<file path="config.mk">
export PLATFORM = sky130hd
export DESIGN_NAME = uart_tx_cts
export DESIGN_NICKNAME = d
export VERILOG_FILES = /design/src/rtl/uatx_pkg.sv /design/src/rtl/uatx_baud.sv /design/src/rtl/uatx_sync.sv /design/src/rtl/uatx_hold.sv /design/src/rtl/uatx_shift.sv /design/src/rtl/uart_tx_cts.sv
export SDC_FILE = /design/constraint.sdc
export NUM_CORES = 1
export LEC_CHECK = 0
export BUFFER_PORTS_ARGS = -buffer_cell sky130_fd_sc_hd__buf_2
export CAP_MARGIN = 20
export CORE_AREA = 3 3 101 64
export CTS_CLUSTER_DIAMETER = 80
export DETAILED_ROUTE_END_ITERATION = 6
export DIE_AREA = 0 0 104 67
export PLACE_DENSITY_LB_ADDON = 0.08
export SYNTH_ARGS = -nofsm -noshare
export SYNTH_HDL_FRONTEND = slang
export SYNTH_SLANG_ARGS = --single-unit
</file>
<file path="constraint.sdc">
create_clock -name clk -period 2.3 [get_ports clk]
set_input_delay 0.69 -clock clk [delete_from_list [all_inputs] [get_ports clk]]
set_output_delay 0.69 -clock clk [all_outputs]
set_load 0.02 [all_outputs]
</file>
<file path="src/rtl/uatx_pkg.sv">
package uatx_pkg;

   // Shift engine phases
   typedef enum logic [2:0] {
      TXS_IDLE,
      TXS_START,
      TXS_DATA,
      TXS_PARITY,
      TXS_STOP
   } txs_e;

   // Parity selection codes on the parity_mode port
   localparam logic [1:0] PAR_EVEN = 2'b01;
   localparam logic [1:0] PAR_ODD  = 2'b10;

   // Stop period codes on the stop_sel port
   localparam logic [1:0] STP_ONE  = 2'b00;
   localparam logic [1:0] STP_HALF = 2'b01;

   // Shortest character in data bits
   localparam int unsigned MIN_WORD = 5;

   // Character format captured when a character starts
   typedef struct packed {
      logic [2:0] last_bit;
      logic       par_en;
      logic       par_odd;
      logic [1:0] stop_code;
   } txfmt_t;

endpackage

</file>
<file path="src/rtl/uatx_baud.sv">
module uatx_baud #(
   parameter int unsigned DIV_W = 16
) (
   input  logic             clk,
   input  logic             rst_n,
   input  logic [DIV_W-1:0] divisor,
   output logic             tick
);
   logic [DIV_W-1:0] eff;
   logic [DIV_W-1:0] cnt_q;
   logic             wrap;

   always_comb begin
      eff  = (divisor == '0) ? DIV_W'(1) : divisor;
      wrap = (cnt_q >= eff - 1'b1);
   end

   always_ff @(posedge clk or negedge rst_n) begin
      if (!rst_n) begin
         cnt_q <= '0;
         tick  <= 1'b0;
      end else begin
         cnt_q <= wrap ? '0 : cnt_q + 1'b1;
         tick  <= wrap;
      end
   end
endmodule

</file>
<file path="src/rtl/uatx_sync.sv">
module uatx_sync #(
   parameter int unsigned STAGES    = 2,
   parameter logic        RESET_VAL = 1'b0
) (
   input  logic clk,
   input  logic rst_n,
   input  logic d,
   output logic q
);
   generate
      if (STAGES == 0) begin : g_pass
         assign q = d;
      end else begin : g_chain
         logic [STAGES-1:0] chain_q;
         always_ff @(posedge clk or negedge rst_n) begin
            if (!rst_n) chain_q <= {STAGES{RESET_VAL}};
            else if (STAGES == 1) chain_q <= d;
            else chain_q <= {chain_q[STAGES-2:0], d};
         end
         assign q = chain_q[STAGES-1];
      end
   endgenerate
endmodule

</file>
<file path="src/rtl/uatx_hold.sv">
module uatx_hold #(
   parameter int unsigned DATA_W = 8
) (
   input  logic              clk,
   input  logic              rst_n,
   input  logic [DATA_W-1:0] wr_data,
   input  logic              wr_valid,
   input  logic              take,
   output logic              full,
   output logic [DATA_W-1:0] rd_data
);
   always_ff @(posedge clk or negedge rst_n) begin
      if (!rst_n) begin
         full    <= 1'b0;
         rd_data <= '0;
      end else if (take) begin
         full <= 1'b0;
      end else if (wr_valid && !full) begin
         full    <= 1'b1;
         rd_data <= wr_data;
      end
   end
endmodule

</file>
<file path="src/rtl/uatx_shift.sv">
module uatx_shift
   import uatx_pkg::*;
#(
   parameter int unsigned DATA_W     = 8,
   parameter int unsigned OVERSAMPLE = 16
) (
   input  logic              clk,
   input  logic              rst_n,
   input  logic              tick,
   input  logic              hold_full,
   input  logic [DATA_W-1:0] hold_data,
   input  logic [1:0]        word_len,
   input  logic [1:0]        parity_mode,
   input  logic [1:0]        stop_sel,
   input  logic              cts_ok,
   output logic              take,
   output logic              line,
   output logic              busy
);
   localparam int unsigned CNT_W = $clog2(2 * OVERSAMPLE);
   localparam int unsigned HALF  = OVERSAMPLE / 2;
   localparam logic [CNT_W-1:0] BIT_LAST  = CNT_W'(OVERSAMPLE - 1);
   localparam logic [CNT_W-1:0] STOP1_LST = CNT_W'(OVERSAMPLE - 1);
   localparam logic [CNT_W-1:0] STOPH_LST = CNT_W'(OVERSAMPLE + HALF - 1);
   localparam logic [CNT_W-1:0] STOP2_LST = CNT_W'(2 * OVERSAMPLE - 1);

   txs_e              state_q;
   logic [CNT_W-1:0]  sub_q;
   logic [2:0]        idx_q;
   logic [DATA_W-1:0] shreg_q;
   logic              par_q;
   txfmt_t            fmt_q;

   txfmt_t            fmt_in;
   logic [DATA_W-1:0] masked;
   logic              load_par;
   logic              bit_end;
   logic              stop_end;
   logic [CNT_W-1:0]  stop_last;

   // Format of the character about to start
   always_comb begin
      fmt_in.last_bit  = 3'(MIN_WORD - 1) + 3'(word_len);
      fmt_in.par_en    = (parity_mode == PAR_EVEN) || (parity_mode == PAR_ODD);
      fmt_in.par_odd   = (parity_mode == PAR_ODD);
      fmt_in.stop_code = stop_sel;
   end

   // Drop the bits above the selected length
   generate
      for (genvar gi = 0; gi < DATA_W; gi++) begin : g_mask
         assign masked[gi] = hold_data[gi] && (gi <= int'(fmt_in.last_bit));
      end
   endgenerate

   always_comb begin
      load_par = (^masked) ^ fmt_in.par_odd;
      bit_end  = tick && (sub_q == BIT_LAST);
      case (fmt_q.stop_code)
         STP_ONE:  stop_last = STOP1_LST;
         STP_HALF: stop_last = STOPH_LST;
         default:  stop_last = STOP2_LST;
      endcase
      stop_end = (state_q == TXS_STOP) && tick && (sub_q == stop_last);
      take     = hold_full && cts_ok && ((state_q == TXS_IDLE) || stop_end);
      busy     = (state_q != TXS_IDLE);
      case (state_q)
         TXS_START:  line = 1'b0;
         TXS_DATA:   line = shreg_q[0];
         TXS_PARITY: line = par_q;
         default:    line = 1'b1;
      endcase
   end

   always_ff @(posedge clk or negedge rst_n) begin
      if (!rst_n) begin
         state_q <= TXS_IDLE;
         sub_q   <= '0;
         idx_q   <= '0;
         shreg_q <= '0;
         par_q   <= 1'b0;
         fmt_q   <= '0;
      end else if (take) begin
         state_q <= TXS_START;
         sub_q   <= '0;
         idx_q   <= '0;
         shreg_q <= masked;
         par_q   <= load_par;
         fmt_q   <= fmt_in;
      end else begin
         case (state_q)
            TXS_START: begin
               if (bit_end) begin
                  state_q <= TXS_DATA;
                  sub_q   <= '0;
               end else if (tick) begin
                  sub_q <= sub_q + 1'b1;
               end
            end
            TXS_DATA: begin
               if (bit_end) begin
                  sub_q   <= '0;
                  shreg_q <= shreg_q >> 1;
                  if (idx_q == fmt_q.last_bit) begin
                     state_q <= fmt_q.par_en ? TXS_PARITY : TXS_STOP;
                  end else begin
                     idx_q <= idx_q + 1'b1;
                  end
               end else if (tick) begin
                  sub_q <= sub_q + 1'b1;
               end
            end
            TXS_PARITY: begin
               if (bit_end) begin
                  state_q <= TXS_STOP;
                  sub_q   <= '0;
               end else if (tick) begin
                  sub_q <= sub_q + 1'b1;
               end
            end
            TXS_STOP: begin
               if (stop_end) begin
                  state_q <= TXS_IDLE;
                  sub_q   <= '0;
               end else if (tick) begin
                  sub_q <= sub_q + 1'b1;
               end
            end
            default: begin
               sub_q <= '0;
            end
         endcase
      end
   end
endmodule

</file>
<file path="src/rtl/uart_tx_cts.sv">
module uart_tx_cts #(
   parameter int unsigned DATA_W      = 8,
   parameter int unsigned DIV_W       = 16,
   parameter int unsigned OVERSAMPLE  = 16,
   parameter int unsigned SYNC_STAGES = 2
) (
   input  logic              clk,
   input  logic              rst_n,
   input  logic [DIV_W-1:0]  divisor,
   input  logic [DATA_W-1:0] data_in,
   input  logic              data_valid,
   output logic              data_ready,
   input  logic [1:0]        word_len,
   input  logic [1:0]        parity_mode,
   input  logic [1:0]        stop_sel,
   input  logic              brk,
   input  logic              auto_cts_en,
   input  logic              cts,
   output logic              tx,
   output logic              hold_empty,
   output logic              tx_idle
);
   generate
      if (DATA_W < 8) begin : g_bad_width
         $error("uart_tx_cts: DATA_W must cover 8-bit characters");
      end
      if ((OVERSAMPLE < 2) || (OVERSAMPLE % 2 != 0)) begin : g_bad_os
         $error("uart_tx_cts: OVERSAMPLE must be even and at least 2");
      end
      if (DIV_W < 1) begin : g_bad_div
         $error("uart_tx_cts: DIV_W must be at least 1");
      end
   endgenerate

   logic              tick;
   logic              cts_s;
   logic              cts_ok;
   logic              take;
   logic              hold_full;
   logic [DATA_W-1:0] hold_data;
   logic              line;
   logic              shift_busy;

   uatx_baud #(.DIV_W(DIV_W)) u_baud (
      .clk     (clk),
      .rst_n   (rst_n),
      .divisor (divisor),
      .tick    (tick)
   );

   uatx_sync #(.STAGES(SYNC_STAGES), .RESET_VAL(1'b0)) u_cts_sync (
      .clk   (clk),
      .rst_n (rst_n),
      .d     (cts),
      .q     (cts_s)
   );

   assign cts_ok = !auto_cts_en || cts_s;

   uatx_hold #(.DATA_W(DATA_W)) u_hold (
      .clk      (clk),
      .rst_n    (rst_n),
      .wr_data  (data_in),
      .wr_valid (data_valid),
      .take     (take),
      .full     (hold_full),
      .rd_data  (hold_data)
   );

   uatx_shift #(.DATA_W(DATA_W), .OVERSAMPLE(OVERSAMPLE)) u_shift (
      .clk         (clk),
      .rst_n       (rst_n),
      .tick        (tick),
      .hold_full   (hold_full),
      .hold_data   (hold_data),
      .word_len    (word_len),
      .parity_mode (parity_mode),
      .stop_sel    (stop_sel),
      .cts_ok      (cts_ok),
      .take        (take),
      .line        (line),
      .busy        (shift_busy)
   );

   assign tx         = brk ? 1'b0 : line;
   assign data_ready = !hold_full;
   assign hold_empty = !hold_full;
   assign tx_idle    = !shift_busy && !hold_full;
endmodule

</file>
# [Word-level counts from Yosys, hierarchy flattened]
# Cells that the tools add are included.
[word_totals] elab_cells=105 out_inout_bits=4 in_bits=36 ff_bits=54
[op_classes] muxes=27 n_lt_le_gt_ge=8 reduce_logical=34 n_addsub=5 bitwise_logic=2 n_eq_ne=16
[op_table] cell="2-to-1 mux 3 bit" count=11
[op_table] cell="2-to-1 mux 16 bit" count=2
[op_table] cell="2-to-1 mux 8 bit" count=3
[op_table] cell="2-to-1 mux 5 bit" count=4
[op_table] cell="case mux 5 bit (2 select lines)" count=2
[op_table] cell="adder 16 x 1 -> 16 bit (second input constant)" count=1
[op_table] cell=">= comparator 16 bit" count=1
[op_table] cell="logical NOT 16 bit" count=1
[op_table] cell="subtractor 16 x 1 -> 16 bit (second input constant)" count=1
[op_table] cell="inequality test 3 x 2 -> 1 bit (second input constant)" count=5
[op_table] cell="logical AND 1 bit" count=14
[op_table] cell="<= comparator 3 bit (first input constant)" count=4
[op_table] cell="case mux 3 bit (4 select lines)" count=1
[op_table] cell="XOR reduction 8 bit" count=1
[op_table] cell="equality test 3 x 2 -> 1 bit (second input constant)" count=2
[op_table] cell="<= comparator 2 x 3 -> 1 bit (first input constant)" count=2
[op_table] cell="AND reduction 6 bit" count=1
[op_table] cell="nonzero test 2 bit" count=3
[op_table] cell="adder 5 x 1 -> 5 bit (second input constant)" count=1
[op_table] cell="equality test 5 x 4 -> 1 bit (second input constant)" count=1
[op_table] cell="equality test 5 bit" count=1
[op_table] cell="nonzero test 5 bit" count=1
[op_table] cell="equality test 2 x 1 -> 1 bit (second input constant)" count=2
[op_table] cell="AND reduction 2 bit" count=2
[op_table] cell="other kinds (19)" count=25

# [Longest topological paths before layout]
[depth] word_depth=8 mapped_depth=17 mapped_depth_nobuf=16

# [Hierarchy]
# Synthesis repeated with hierarchy kept, for this count alone.
[unflattened] cells_unflattened=319 area_unflattened_um2=3211.8
[modules_own_cells] mod="uatx_shift" n_inst=1 cells_each=141 area_per_inst_um2=1407.6
[modules_own_cells] mod="uatx_baud" n_inst=1 cells_each=151 area_per_inst_um2=1377.6
[modules_own_cells] mod="uatx_hold" n_inst=1 cells_each=20 area_per_inst_um2=341.6
[modules_own_cells] mod="uatx_sync" n_inst=1 cells_each=2 area_per_inst_um2=50.0
[modules_own_cells] mod="uart_tx_cts" n_inst=1 cells_each=5 area_per_inst_um2=35.0

# [Worst setup path before layout]
# No wires, ideal clock.
[synth_timing] path_type="input to register" from="in divisor[1]" to="reg u_baud.cnt_q[10]" arrival_ps=3826 setup_time_ps=137 path_slack_ps=-1663 cell_stages=17 n_path_buf=1 t_required_ps=2163 cell_sequence="or4_4 > nor4_4 > nand2_1 > or2_1 > nor2b_4 > ha_1 > nor3b_2 > nand2_1 > or4_1 > xor2_1 > ha_1 > nand2_1 > o21ai_0 > a41oi_1 > o21bai_1 > clkbuf_1 > a21oi_1"
[synth_between] elab_chain_len=5
[synth_lines] element="start: declaration" line="uart_tx_cts.sv:9" rtl="input logic [DIV_W-1:0] divisor,"
[synth_lines] element="logical NOT 16 bit" line="uatx_baud.sv:14" rtl="eff = (divisor == '0) ? DIV_W'(1) : divisor;"
[synth_lines] element="2-to-1 mux 16 bit *" line="uatx_baud.sv:14"
[synth_lines] element="subtractor 16 x 1 -> 16 bit *" line="uatx_baud.sv:15" rtl="wrap = (cnt_q >= eff - 1'b1);"
[synth_lines] element=">= comparator 16 bit *" line="uatx_baud.sv:15"
[synth_lines] element="2-to-1 mux 16 bit *" line="uatx_baud.sv:23" rtl="cnt_q <= wrap ? '0 : cnt_q + 1'b1;"
[synth_lines] element="end signal: assignment" line="uatx_baud.sv:23"
[synth_lines] element="end: declaration" line="uatx_baud.sv:10" rtl="logic [DIV_W-1:0] cnt_q;"
# Every way passes the cells marked *; elsewhere a longest branch is shown, timed or not.
# A chain may end at the register's enable or synchronous reset.

# [Worst setup path after layout]
[layout_timing] from="in divisor[1]" to="reg u_baud.tick"
[layout_between] elab_chain_len=4
[layout_lines] element="logical NOT 16 bit" line="uatx_baud.sv:14"
[layout_lines] element="2-to-1 mux 16 bit *" line="uatx_baud.sv:14"
[layout_lines] element="subtractor 16 x 1 -> 16 bit *" line="uatx_baud.sv:15"
[layout_lines] element=">= comparator 16 bit *" line="uatx_baud.sv:15"
[layout_lines] element="named net u_baud.wrap" line="uatx_baud.sv:11" rtl="logic wrap;"
[layout_lines] element="end signal: assignment" line="uatx_baud.sv:24" rtl="tick <= wrap;"
[layout_lines] element="end: declaration" line="uatx_baud.sv:7" rtl="output logic tick"
# The timed path passes the listed nets; every way through them passes the cells marked *.

==> out/metrics.cfg <==
[timing]
hold_viol=0
skew_ns=0.005947
setup-tns-final_ns=-23.27
min_period_ns=3.703
slew_headroom_pct=64.91
max_freq_mhz=270.0
hold_slack_ns=0.3620
finalMaxSlewViolations=0
tightest_slew_ns=0.5263
min_period_over_period_pct=161.0
rsz0062_at_grt=yes
setup_viol=17
setup_ws_ns=-1.403

[worst_setup_path]
crit_chain=buf_6 -> or4_4 -> nor4_4 -> nand2_1 -> or2_1 -> nor2b_4 -> ha_4 -> nor3b_4 -> buf_4 -> buf_4 -> xnor2_1 -> ha_1 -> o21a_1 -> o211ai_1 -> o21ai_2 -> buf_6 -> and2_4
slowest_delay_ns=0.55
cp-startpoint=divisor[1]
end_kind=flop
path_class=in -> reg
worst_path_max_delay_cell=or4_4
cp-start-kind=input port
r2r_start=u_shift.sub_q[0]
crit_buf_inv=4
critical_path_arrival_ns=3.91
worst_ep_required_time_ns=2.50
crit_fanout=5
crit_family=simple AND/OR/NAND/NOR gates

[clock_tree]
clk_pin_slew_ns=0.09
cts_max_path_buffers=2
cts-root-buf=clkbuf_8
worstSkewPairLatency_ns=0.31
cts_tree=built
cts_num_sinks=54
htreeDepth=2
numCtsBuffers=5

[finish]
nets=476
antenna_cells=0
drive_above_1_share_pct=33.17
fillers=429
area_growth_pct=28.23

[drt]
drtIter0Drc=243
firstDrtPassIters=6
ant_nets=0
wl_microns=7906
drc=0
wl_per_cell_microns=15.84
routed-via-count=2822
routed_via_density=5.655

[synth]
yosysSeqAreaShare_pct=42.11
synth_area_leaders=dfrtp_1 42%, ha_1 8.6%, xor2_1 5.7%
synthArstFlopShare_pct=100.0
yosys.area.top_type=dfrtp_1
ys_ff_latch=54
synth.avg_cell_area_sq_um=9.609
synthFlopType=dfrtp_1
synth_top_area_share_pct=42.11
synth_edf_count=0
synth_nets=392
syn_inst=334
yosysWarnings=0
synth_area_sq_um=3209
yosysUniqueCellTypes=50

[global_route]
grt.total_usage_pct=22.67
first_global_vias=2602
grt-ovfl-total=0
grt_max_degree=55
antenna_found_initial=0
grt_first_pass_wirelength_microns=12610

[flow_run]
drv_cap=0

[pwr]
p_leak_nw=1.870
power_density_nw_per_um2=816.3
ir_drop_mv=0.5243

[worst_hold_path]
min_path_type=in -> async

[place]
hpwlAfterDp_microns=5539
post-place-ws_ns=-1.962
port_buffers=39
gp_congestion=0.7828

[floorplan]
floorplan.die.width_microns=104
die_area_sq_um=6968
row_count=21
initial_utilization_pct=57.61
die_h_microns=67
core_area_sq_um=5570
io_pins=40

[status]
outcome=finished with violations
failed_checks=setup timing

## synth_stat cells, types with 2 or more instances
cell	n
nor2_1	28
ha_1	22
buf_4	2
or2_1	2
nand3_1	11
nor3_1	7
nand3b_1	2
xor2_1	21
o31ai_1	2
clkbuf_1	4
inv_1	7
nand4_1	7
mux2_2	9
or4_1	4
a211oi_1	3
buf_2	4
o21ai_0	9
xnor2_1	20
o21a_1	3
mux2i_1	2
nor4_1	4
a22oi_1	2
nand2_1	43
a21oi_1	24
a31oi_1	6
nand2b_1	4
nor2b_1	2
and2_1	2
and3_1	4
dfrtp_1	54
## placed cells by master, fill, tap and decap left out, types with 5 or more instances in the layout
cell type,instances
inv_1,7
mux2_2,9
o21ai_0,7
a21oi_1,11
nand4_1,7
nand3_1,11
nor3_1,7
xnor2_1,20
nor2_1,28
buf_4,43
nand2_1,42
a21oi_2,14
clkbuf_8,5
buf_6,5
ha_1,20
buf_2,37
dfrtp_1,54
a31oi_1,6
xor2_1,20
## sequential cells by signal, indices dropped and copies added, names as in the netlist
signal,cells
u_baud.tick,1
u_hold.full,1
u_shift.par_q,1
u_shift.fmt_q,6
u_shift.sub_q,5
u_hold.rd_data,8
u_cts_sync.g_chain.chain_q,2
u_shift.shreg_q,8
u_shift.state_q,3
u_shift.idx_q,3
u_baud.cnt_q,16
## worst paths after layout
| path | slack [ns] | cells past startpoint | to |
|---|---|---|---|
| max | -1.40 | 17 | u_baud.tick |
| min | 0.36 | 2 | u_shift.fmt_q[1] |
| max reg2reg | 0.23 | 8 | u_shift.idx_q[1] |
| min reg2reg | 0.37 | 0 | u_cts_sync.g_chain.chain_q[1] |
| max in group asynchronous | 1.70 | 2 | u_hold.rd_data[2] |
| min in group clk | 0.37 | 0 | u_cts_sync.g_chain.chain_q[1] |
## report_power, final
part	total, W	switching, W	leakage (nW)	internal, W
logic	0.00136	0.000728	1.15	0.000633
registers	0.00137	0.000238	0.668	0.00113
clock network	0.000630	0.000304	0.0524	0.000326
## final cells by class
cell class	instances	area (sq um)	area share [%]
Tap cell	80	100.1	2.432
Multi-Input combinational cell	263	1927	46.82
Clock inverter	1	30.03	0.7297
Inverter	7	26.28	0.6385
Clock buffer	7	76.32	1.855
Sequential cell	54	1351	32.84
Timing Repair Buffer	87	604.3	14.69
## per-layer routing
metal | vias up | track usage (%) | routed length [microns] | part of all wire [%]
met5 | - | 0 | 0 | 0
met4 | 0 | 1.990 | 42 | 0.53
met3 | 12 | 4.743 | 415 | 5.2
met2 | 74 | 36.17 | 3613 | 46
met1 | 1391 | 33.09 | 3835 | 49
li1 | 1345 | - | - | -
## through the flow
step / power [W] / cell area (sq um) / util (%) / instances
floorplan: 0.001990 / 3241 / - / 334
global placement: 0.002279 / 3749 / 67.30 / 477
detailed placement: 0.002332 / 3749 / 67.30 / 477
CTS: 0.003104 / 3999 / 71.79 / 497
global route: 0.003573 / 4115 / 73.88 / 499
finish: 0.003359 / 4115 / 73.88 / 499
## cells by family after synthesis
family	share of synthesized area, %
xor gates and xnor gates	11.19
buffers and inverters	2.378
DFF	42.11
adders and majority gates	8.577
muxes	3.782
AOI/OAI and AO/OA	11.42
and+or+nand+nor	20.54
## what timing repair did
item / 4_1_cts / 5_1_grt
cloned: 1 / 1
resized for setup: 12 / 26
pin swaps: 3 / 8
setup buffers: 11 / 1
hold buffers: 0 / 0
setup endpoints to repair: 17 / 17
No activity file was read; power rests on OpenSTA's default activity.
